===== config.mk =====
export PLATFORM = sky130hd
export DESIGN_NAME = rcadc_timer
export DESIGN_NICKNAME = d
export VERILOG_FILES = /design/src/rtl/rcadc_pkg.sv /design/src/rtl/rcadc_edge_sync.sv /design/src/rtl/rcadc_counter.sv /design/src/rtl/rcadc_timer.sv
export SDC_FILE = /design/constraint.sdc
export NUM_CORES = 1
export LEC_CHECK = 0
export BUFFER_PORTS_ARGS = -buffer_cell sky130_fd_sc_hd__buf_2
export CORE_MARGIN = 4
export CORE_UTILIZATION = 52
export CTS_BUF_LIST = sky130_fd_sc_hd__clkbuf_4 sky130_fd_sc_hd__clkbuf_8 sky130_fd_sc_hd__clkbuf_16
export DETAILED_ROUTE_END_ITERATION = 10
export PLACE_DENSITY_LB_ADDON = 0.1
export SETUP_SLACK_MARGIN = 0.1
export SLEW_MARGIN = 30
export SYNTH_ARGS = -nofsm -noshare
export SYNTH_HDL_FRONTEND = slang
export SYNTH_SLANG_ARGS = --single-unit

===== constraint.sdc =====
create_clock -name clk -period 2.7 [get_ports clk]
set_clock_uncertainty 0.2 [all_clocks]
set_input_delay 0.27 -clock clk [delete_from_list [all_inputs] [get_ports clk]]
set_output_delay 0.27 -clock clk [all_outputs]
set_load 0.01 [all_outputs]

===== src/rtl/rcadc_pkg.sv =====
package rcadc_pkg;
    localparam int BYTE_W = 8;

    typedef enum logic [2:0] {
        ADDR_CTRL = 3'd0,
        ADDR_MODE = 3'd1,
        ADDR_A_LO = 3'd2,
        ADDR_A_HI = 3'd3,
        ADDR_B_LO = 3'd4,
        ADDR_B_HI = 3'd5
    } reg_addr_e;

    localparam int CTRL_RUN_BIT  = 4;
    localparam int CTRL_FLAG_BIT = 5;
    localparam logic [1:0] SRC_SYSCLK = 2'b10;

    localparam int MODE_OVF_BIT   = 0;
    localparam int MODE_ADC_BIT   = 1;
    localparam int MODE_SENSE_BIT = 2;

    typedef struct packed {
        logic       run;
        logic       flag;
        logic [1:0] src;
        logic       ovf_b;
        logic       adc_en;
        logic       sense;
    } ctrl_state_t;
endpackage


===== src/rtl/rcadc_edge_sync.sv =====
module rcadc_edge_sync #(
    parameter int STAGES = 2
) (
    input  logic clk,
    input  logic rst_n,
    input  logic async_i,
    output logic rise_o
);
    localparam int CHAIN_W = STAGES + 1;

    typedef struct packed {
        logic [CHAIN_W-1:0] chain;
    } sync_state_t;

    sync_state_t state_d, state_q;

    always_comb begin
        state_d = state_q;
        state_d.chain = {state_q.chain[CHAIN_W-2:0], async_i};
    end

    always_ff @(posedge clk or negedge rst_n) begin
        if (!rst_n) state_q <= '0;
        else        state_q <= state_d;
    end

    assign rise_o = state_q.chain[CHAIN_W-2] & ~state_q.chain[CHAIN_W-1];


    single_rise_chk: assert property (@(posedge clk) disable iff (!rst_n)
        rise_o |=> !rise_o);
endmodule


===== src/rtl/rcadc_counter.sv =====
module rcadc_counter #(
    parameter int WIDTH  = 16,
    parameter int BYTE_W = 8
) (
    input  logic              clk,
    input  logic              rst_n,
    input  logic              inc_i,
    input  logic              wr_lo_i,
    input  logic              wr_hi_i,
    input  logic              rd_hi_i,
    input  logic [BYTE_W-1:0] wdata_i,
    output logic [WIDTH-1:0]  cnt_o,
    output logic [BYTE_W-1:0] lobuf_o,
    output logic              wrap_o
);
    localparam int HI_W = WIDTH - BYTE_W;

    typedef struct packed {
        logic [WIDTH-1:0]  cnt;
        logic [BYTE_W-1:0] lobuf;
    } cnt_state_t;

    cnt_state_t state_d, state_q;

    always_comb begin
        state_d = state_q;
        if (wr_hi_i) begin
            state_d.cnt = {wdata_i[HI_W-1:0], state_q.lobuf};
        end else if (inc_i) begin
            state_d.cnt = state_q.cnt + 1'b1;
        end
        if (wr_lo_i) begin
            state_d.lobuf = wdata_i;
        end else if (rd_hi_i) begin
            state_d.lobuf = state_q.cnt[BYTE_W-1:0];
        end
    end

    always_ff @(posedge clk or negedge rst_n) begin
        if (!rst_n) state_q <= '0;
        else        state_q <= state_d;
    end

    assign cnt_o   = state_q.cnt;
    assign lobuf_o = state_q.lobuf;
    assign wrap_o  = inc_i & (&state_q.cnt);


    lo_write_keeps_count_chk: assert property (@(posedge clk) disable iff (!rst_n)
        (wr_lo_i && !wr_hi_i && !inc_i) |=> (cnt_o == $past(cnt_o)));


    hi_read_latches_chk: assert property (@(posedge clk) disable iff (!rst_n)
        (rd_hi_i && !wr_lo_i) |=> (lobuf_o == $past(cnt_o[BYTE_W-1:0])));
endmodule


===== src/rtl/rcadc_timer.sv =====
module rcadc_timer
    import rcadc_pkg::*;
#(
    parameter int CNT_W       = 16,
    parameter int SYNC_STAGES = 2
) (
    input  logic                clk,
    input  logic                rst_n,
    input  logic                bus_sel,
    input  logic                bus_we,
    input  logic [2:0]          bus_addr,
    input  logic [BYTE_W-1:0]   bus_wdata,
    output logic [BYTE_W-1:0]   bus_rdata,
    input  logic                rc_osc,
    input  logic                irq_clr,
    output logic                irq_flag,
    output logic                sense_sel
);
    localparam int HI_SHIFT = CNT_W - BYTE_W;

    ctrl_state_t state_d, state_q;

    logic             osc_rise;
    logic             wr_acc, rd_acc, data_open;
    logic             inc_a, inc_b, wrap_a, wrap_b, stop_now;
    logic [CNT_W-1:0] cnt_a, cnt_b;
    logic [BYTE_W-1:0] buf_a, buf_b;

    assign wr_acc    = bus_sel & bus_we;
    assign rd_acc    = bus_sel & ~bus_we;
    assign data_open = ~state_q.run;

    assign inc_a = state_q.run & state_q.adc_en & (state_q.src == SRC_SYSCLK);
    assign inc_b = state_q.run & state_q.adc_en & osc_rise;

    rcadc_edge_sync #(.STAGES(SYNC_STAGES)) u_sync (
        .clk     (clk),
        .rst_n   (rst_n),
        .async_i (rc_osc),
        .rise_o  (osc_rise)
    );

    rcadc_counter #(.WIDTH(CNT_W), .BYTE_W(BYTE_W)) u_cnt_a (
        .clk     (clk),
        .rst_n   (rst_n),
        .inc_i   (inc_a),
        .wr_lo_i (wr_acc & data_open & (bus_addr == ADDR_A_LO)),
        .wr_hi_i (wr_acc & data_open & (bus_addr == ADDR_A_HI)),
        .rd_hi_i (rd_acc & data_open & (bus_addr == ADDR_A_HI)),
        .wdata_i (bus_wdata),
        .cnt_o   (cnt_a),
        .lobuf_o (buf_a),
        .wrap_o  (wrap_a)
    );

    rcadc_counter #(.WIDTH(CNT_W), .BYTE_W(BYTE_W)) u_cnt_b (
        .clk     (clk),
        .rst_n   (rst_n),
        .inc_i   (inc_b),
        .wr_lo_i (wr_acc & data_open & (bus_addr == ADDR_B_LO)),
        .wr_hi_i (wr_acc & data_open & (bus_addr == ADDR_B_HI)),
        .rd_hi_i (rd_acc & data_open & (bus_addr == ADDR_B_HI)),
        .wdata_i (bus_wdata),
        .cnt_o   (cnt_b),
        .lobuf_o (buf_b),
        .wrap_o  (wrap_b)
    );

    assign stop_now = state_q.ovf_b ? wrap_b : wrap_a;

    always_comb begin
        state_d = state_q;
        if (wr_acc && bus_addr == ADDR_CTRL) begin
            state_d.run = bus_wdata[CTRL_RUN_BIT];
            state_d.src = bus_wdata[1:0];
            if (!bus_wdata[CTRL_FLAG_BIT]) state_d.flag = 1'b0;
        end
        if (wr_acc && bus_addr == ADDR_MODE) begin
            state_d.ovf_b  = bus_wdata[MODE_OVF_BIT];
            state_d.adc_en = bus_wdata[MODE_ADC_BIT];
            state_d.sense  = bus_wdata[MODE_SENSE_BIT];
        end
        if (irq_clr) state_d.flag = 1'b0;
        if (stop_now) begin
            state_d.run  = 1'b0;
            state_d.flag = 1'b1;
        end
    end

    always_ff @(posedge clk or negedge rst_n) begin
        if (!rst_n) state_q <= '0;
        else        state_q <= state_d;
    end

    always_comb begin
        bus_rdata = '0;
        case (bus_addr)
            ADDR_CTRL: begin
                bus_rdata[CTRL_RUN_BIT]  = state_q.run;
                bus_rdata[CTRL_FLAG_BIT] = state_q.flag;
                bus_rdata[1:0]           = state_q.src;
            end
            ADDR_MODE: begin
                bus_rdata[MODE_OVF_BIT]   = state_q.ovf_b;
                bus_rdata[MODE_ADC_BIT]   = state_q.adc_en;
                bus_rdata[MODE_SENSE_BIT] = state_q.sense;
            end
            ADDR_A_LO: if (data_open) bus_rdata = buf_a;
            ADDR_A_HI: if (data_open) bus_rdata = cnt_a[HI_SHIFT +: BYTE_W];
            ADDR_B_LO: if (data_open) bus_rdata = buf_b;
            ADDR_B_HI: if (data_open) bus_rdata = cnt_b[HI_SHIFT +: BYTE_W];
            default:   bus_rdata = '0;
        endcase
    end

    assign irq_flag  = state_q.flag;
    assign sense_sel = state_q.sense;


    stop_on_wrap_chk: assert property (@(posedge clk) disable iff (!rst_n)
        ((state_q.ovf_b ? wrap_b : wrap_a)) |=> (!state_q.run && irq_flag));


    unselected_wrap_runs_chk: assert property (@(posedge clk) disable iff (!rst_n)
        (wrap_a && state_q.ovf_b && !wrap_b && !wr_acc) |=> state_q.run);


    blocked_read_zero_chk: assert property (@(posedge clk) disable iff (!rst_n)
        (state_q.run && rd_acc && bus_addr >= ADDR_A_LO) |-> (bus_rdata == '0));


    flag_sticky_chk: assert property (@(posedge clk) disable iff (!rst_n)
        (irq_flag && !irq_clr &&
         !(wr_acc && bus_addr == ADDR_CTRL && !bus_wdata[CTRL_FLAG_BIT])) |=> irq_flag);


    idle_when_adc_off_chk: assert property (@(posedge clk) disable iff (!rst_n)
        (!state_q.adc_en && !wr_acc) |=> (cnt_a == $past(cnt_a) && cnt_b == $past(cnt_b)));
endmodule


==> results of run 1 <==
metrics by stage:
step	utilization, %	cell area (µm²)	instances
2_1_floorplan	-	3427	364
3_3_place_gp	57.64	3681	460
3_5_place_dp	57.64	3681	460
4_1_cts	60.68	3875	477
5_1_grt	60.72	3877	477
6_report	60.72	3877	477
layout make-up:
| class | count | share of cell area [%] |
|---|---|---|
| Clock buffer | 12 | 4.098 |
| Clock inverter | 3 | 0.3872 |
| Sequential cell | 58 | 37.43 |
| Tap cell | 77 | 2.485 |
| Multi-Input combinational cell | 271 | 47.50 |
| Timing Repair Buffer | 43 | 6.841 |
| Inverter | 13 | 1.258 |
layer usage:
| layer | GRT usage [%] | wire length, µm | up-vias |
|---|---|---|---|
| met2 | 38.58 | 4264 | 144 |
| met5 | 0 | 0 | - |
| li1 | - | - | 1470 |
| met4 | 7.442 | 109 | 0 |
| met1 | 40.37 | 4692 | 1553 |
| met3 | 4.793 | 668 | 9 |
state kept, by name, indices dropped and copies added (netlist names):
name,cells
u_cnt_b.lobuf_o,8
u_cnt_a.lobuf_o,8
u_cnt_a.cnt_o,16
irq_flag,1
u_cnt_b.cnt_o,16
u_sync.state_q,3
sense_sel,1
state_q,5
cells in the final DEF, fill, tap and decap left out, types with 3 or more instances in the layout:
cell type,instances
o22ai_1,3
a21oi_1,7
nand2b_1,3
dfrtp_1,58
nor3_1,6
a22oi_1,7
and4_1,4
a222oi_1,11
xor2_1,5
nand3_1,21
buf_2,25
o22a_1,6
nor4_1,7
mux2i_1,26
o21ai_0,22
buf_4,16
a221o_1,7
or4_1,5
clkinv_2,3
o211ai_1,6
clkbuf_8,11
nand2_1,46
inv_1,13
nor2_1,16
nand4_1,9
mux2_2,6
o311ai_0,7
or3_1,3
worst max-delay path, cell delays in order, from the launching register on:
cell and delay (ps):
dfrtp_1 430, ha_1 230, nand3_2 130, or4_4 600
or4_1 520, nand3_1 90
final timing paths:
path	startpoint	to	slack, ps	cells past startpoint
worst max-delay path	u_cnt_b.cnt_o[0]	u_cnt_b.cnt_o[14]	450	5
worst min-delay path	bus_wdata[0]	u_cnt_a.cnt_o[8]	60	3
worst max register to register	u_cnt_b.cnt_o[0]	u_cnt_b.cnt_o[14]	450	5
worst min register to register	u_sync.state_q[0]	u_sync.state_q[1]	150	0
max in group asynchronous	rst_n	u_cnt_a.cnt_o[10]	1460	3
min in group asynchronous	rst_n	u_cnt_b.cnt_o[3]	260	2
where the power goes:
part | switching [mW] | internal (mW) | leakage, nW
clock | 0.351 | 0.384 | 0.0954
combinational | 0.358 | 0.338 | 0.823
sequential | 0.412 | 1.14 | 0.734
cell families (layout without fill, tap and decap cells):
kind of cell / Yosys count / in the layout
compound gates: 88 / 88
xor+xnor: 5 / 5
fa+ha+maj: 2 / 2
buf+inv: 35 / 71
flops: 58 / 58
mux: 32 / 32
simple gates: 144 / 144
==> impl_metrics.yaml, run 1 <==
synth:
  synthAdderAreaFrac_pct: 0.7302
  ys_seq_elements: 58
  muxShareOfSynthArea_pct: 9.566
  synth_common_cells: "58 x dfrtp_1, 46 x nand2_1, 26 x mux2i_1, 22 x o21ai_0, 21 x nand3_1"
  synth-xor-area-share_pct: 1.278
  yosys_warnings: 0
  synth_edf_count: 0
  synthSimpleGateAreaFrac_pct: 22.96
  synth_cell_types: 54
  synth_area_per_cell_um2: 9.415
  synthesis.nets: 383
  synthCells: 364
  synth-main-ff-cell: "dfrtp_1"
  ys_async_sr_fraction_pct: 100.0
  synthMostInstantiatedCell: "dfrtp_1"
  yosysTopAreaCell: "dfrtp_1"
  synth_compound_area_share_pct: 19.06
  yosys-top-cells-area: "dfrtp_1 42%, mux2i_1 7.6%, nand2_1 5.0%"
  synth_top_family_by_area: "simple AND/OR/NAND/NOR gates"
  seq_area_frac_synth_pct: 42.35
  netlist_area_um2: 3427
  yosys.area.top_type_share_pct: 42.35
route:
  routed_via_density: 6.658
  drc: 0
  ant_nets: 0
  vias: 3176
  drtPass1Iterations: 6
  drt_iter0_drc: 310
  routed_wl_um: 9735
  wl_per_cell_um: 20.41
power:
  power.leakage_nw: 1.652
  power_density_nw_per_um2: 769.4
  totalPowerFinal_mw: 2.983
  worst_ir_drop_vdd_v: 0.0004110
sta:
  fmaxAchievable_mhz: 444.8
  holdWs_ps: 64.73
  rsz0062_at_grt: "false"
  finalSetupTns_ps: 0
  min_period_over_period_pct: 83.27
  slew_headroom_pct: 41.73
  fin_ws_ps: 451.8
  hold_violations: 0
  setup_viol: 0
  slew_viol_final: 0
  tightestPinTransition_ps: 874.1
  period_minus_slack_ps: 2248
clock_tree:
  post_cts_buffers: 0
  cts_buffers: 9
  root_buffer: "clkbuf_8"
  cts_buffer_depth: 2
  clk_pin_slew_ps: 70
  insertion_delay_ps: 340
  cts.htree.levels: 3
  clock-sinks: 58
  cts-resized-gates: 0
  cts_tree: "yes"
  cts_hold_buf: 2
global_routing:
  grt_pass1_wl_um: 15990
  globalRouteTotalUtil_pct: 26.51
  grt_max_degree: 41
  antenna_found_initial: 0
  first_global_vias: 3020
  overflow: 0
placement:
  io_buffers: 26
  globalplace.congestion: 0.8984
  dp_hpwl_um: 6953
  detailedPlace.worstSlack_ps: 520.8
floorplan:
  fp.dieW_um: 89.18
  dieArea_um2: 7953
  row_count: 29
  start_util_pct: 53.66
  core_um2: 6386
  ios: 27
  die_y_um: 89.18
worst_setup_path:
  crit_fanout: 6
  crit_type: "reg2reg"
  worstPathRequired_ps: 2780
  arrival_ps: 2330
  worst_setup_path_start_kind: "flip-flop"
  end_kind: "flip-flop"
layout:
  seq_area_um2: 1451
  synthToLayoutAreaGrowth_pct: 13.14
  nets: 415
  num_antenna_cells: 0
  multiInputGateArea_um2: 1842
  drive_gt1_share_pct: 18.25
  nFillCells: 557
hold_path:
  hp-class: "in2reg"
run:
  drv_cap: 0
outcome:
  status: "complete, no violations"
No activity file was read; power rests on OpenSTA's default activity.
==> run 2, diff against run 1 <==
clock period = 1.96 ns   (was 2.7 ns; I/O delays follow)
==> run 2 against run 1 <==
  * First-iteration DRC count is 5.2% higher
  * Largest cell class unchanged
  * Power is 59% higher
  * Worst setup slack worse by 420 ps
  * Worst hold slack worse by 49 ps
  * Non-clock buffer count is 52 higher
==> impl_metrics.yaml, run 2 (synthesized netlist as in run 1, its figures left out) <==
placement:
  dp_hpwl_um: 7492
  globalplace.congestion: 0.9078
  detailedPlace.worstSlack_ps: 8.121
  io_buffers: 26
worst_setup_path:
  worstPathRequired_ps: 2040
  timing.rr.end: "u_cnt_b.cnt_o[14]"
  crit_type: "reg2reg"
  arrival_ps: 2010
  crit_fanout: 5
  end_kind: "flip-flop"
  cp-endpoint: "u_cnt_b.cnt_o[14]"
  r2r-start: "u_cnt_b.cnt_o[0]"
  worst_setup_path_start_kind: "flip-flop"
  ff2ff_setup_slack_ps: 30
  startpoint: "u_cnt_b.cnt_o[0]"
  ff2ff_path_depth: 5
route:
  routed_wl_um: 10650
  drc: 0
  ant_nets: 0
  vias: 3422
  drt_iter0_drc: 326
  drtPass1Iterations: 5
  wl_per_cell_um: 20.09
  routed_via_density: 6.457
layout:
  nets: 467
  drive_gt1_share_pct: 32.67
  mostFrequentLayoutCells: "55 x buf_4, 51 x dfrtp_1, 46 x nand2_1, 25 x mux2i_1, 25 x buf_2"
  seq_area_um2: 1460
  num_antenna_cells: 0
  final_common_cell: "buf_4"
  final_util_pct: 70.91
  synthToLayoutAreaGrowth_pct: 32.13
  nFillCells: 490
  multiInputGateArea_um2: 1978
clock_tree:
  cts_tree: "yes"
  clk_pin_slew_ps: 70
  clock-sinks: 58
  insertion_delay_ps: 350
  root_buffer: "clkbuf_8"
  cts_buffers: 9
  cts.htree.levels: 3
  cts_buffer_depth: 2
sta:
  hold_violations: 0
  min_period_over_period_pct: 98.47
  period_minus_slack_ps: 1930
  fin_ws_ps: 29.96
  finalSetupTns_ps: 0
  setup_viol: 0
  tightestPinTransition_ps: 585.1
  rsz0062_at_grt: "true"
  slew_viol_final: 0
  fmaxAchievable_mhz: 518.1
  slew_headroom_pct: 61.00
global_routing:
  grt_pass1_wl_um: 17020
  overflow: 0
  first_global_vias: 3260
  grt_max_degree: 36
  antenna_found_initial: 0
  globalRouteTotalUtil_pct: 28.57
hold_path:
  hp-class: "in2reg"
floorplan:
  dieArea_um2: 7953
  fp.dieW_um: 89.18
  core_um2: 6386
  row_count: 29
  start_util_pct: 53.66
  die_y_um: 89.18
  ios: 27
outcome:
  status: "complete, no violations"
power:
  worst_ir_drop_vdd_v: 0.0006956
  power.leakage_nw: 1.962
  power_density_nw_per_um2: 1047
  totalPowerFinal_mw: 4.741
run:
  drv_cap: 0
==> run 2: layout make-up <==
cell class / count / share of cell area (%)
Tap cell: 77 / 2.128
Inverter: 13 / 1.078
Clock buffer: 11 / 3.343
Clock inverter: 5 / 1.161
Timing Repair Buffer: 95 / 16.36
Sequential cell: 58 / 32.25
Multi-Input combinational cell: 271 / 43.69
==> run 2: worst min path at each step <==
stage	cells after the start	start	endpoint
floorplan	0	rst_n	irq_flag
global placement	1	rst_n	u_cnt_b.lobuf_o[7]
detailed placement	1	rst_n	u_cnt_b.lobuf_o[7]
CTS	3	bus_wdata[2]	u_cnt_a.lobuf_o[2]
global route	2	bus_wdata[1]	state_q[1]
finish	2	bus_wdata[2]	sense_sel
==> run 2: power by group <==
part           internal [mW]  total, mW  switching, mW
Combinational          0.798       1.56          0.759
Sequential              1.58       2.03          0.446
Clock                  0.649       1.15          0.505
==> run 2: critical path: stages, from the launching register on <==
cell	delay (ps)
dfrtp_1	390
ha_2	200
nand3_2	100
or4_4	470
or4_1	410
nand3_1	90
==> run 2: what timing repair did <==
item / 4_1_cts / 5_1_grt
pin swaps: 2 / 10
gates cloned: 0 / 0
endpoints found under the setup margin: 29 / 41
resized for setup: 11 / 31
endpoints found under the hold margin: 34 / 0
hold buffers: 8 / 0
setup buffers: 5 / 7
==> run 2: routing by layer <==
metal / wire [µm] / track usage, % / up-vias
met1: 4815 / 42.11 / 1660
met5: 0 / 0 / -
li1: - / - / 1572
met3: 876 / 5.069 / 21
met2: 4715 / 41.66 / 169
met4: 241 / 11.10 / 0
==> run 2: through the flow <==
step	hold slack, ps	instance area (µm²)	cells
floorplan	-299.6	3436	364
global placement	26.91	3993	494
detailed placement	26.70	3993	494
CTS	8.714	4347	523
global route	21.98	4528	530
finish	16.03	4528	530
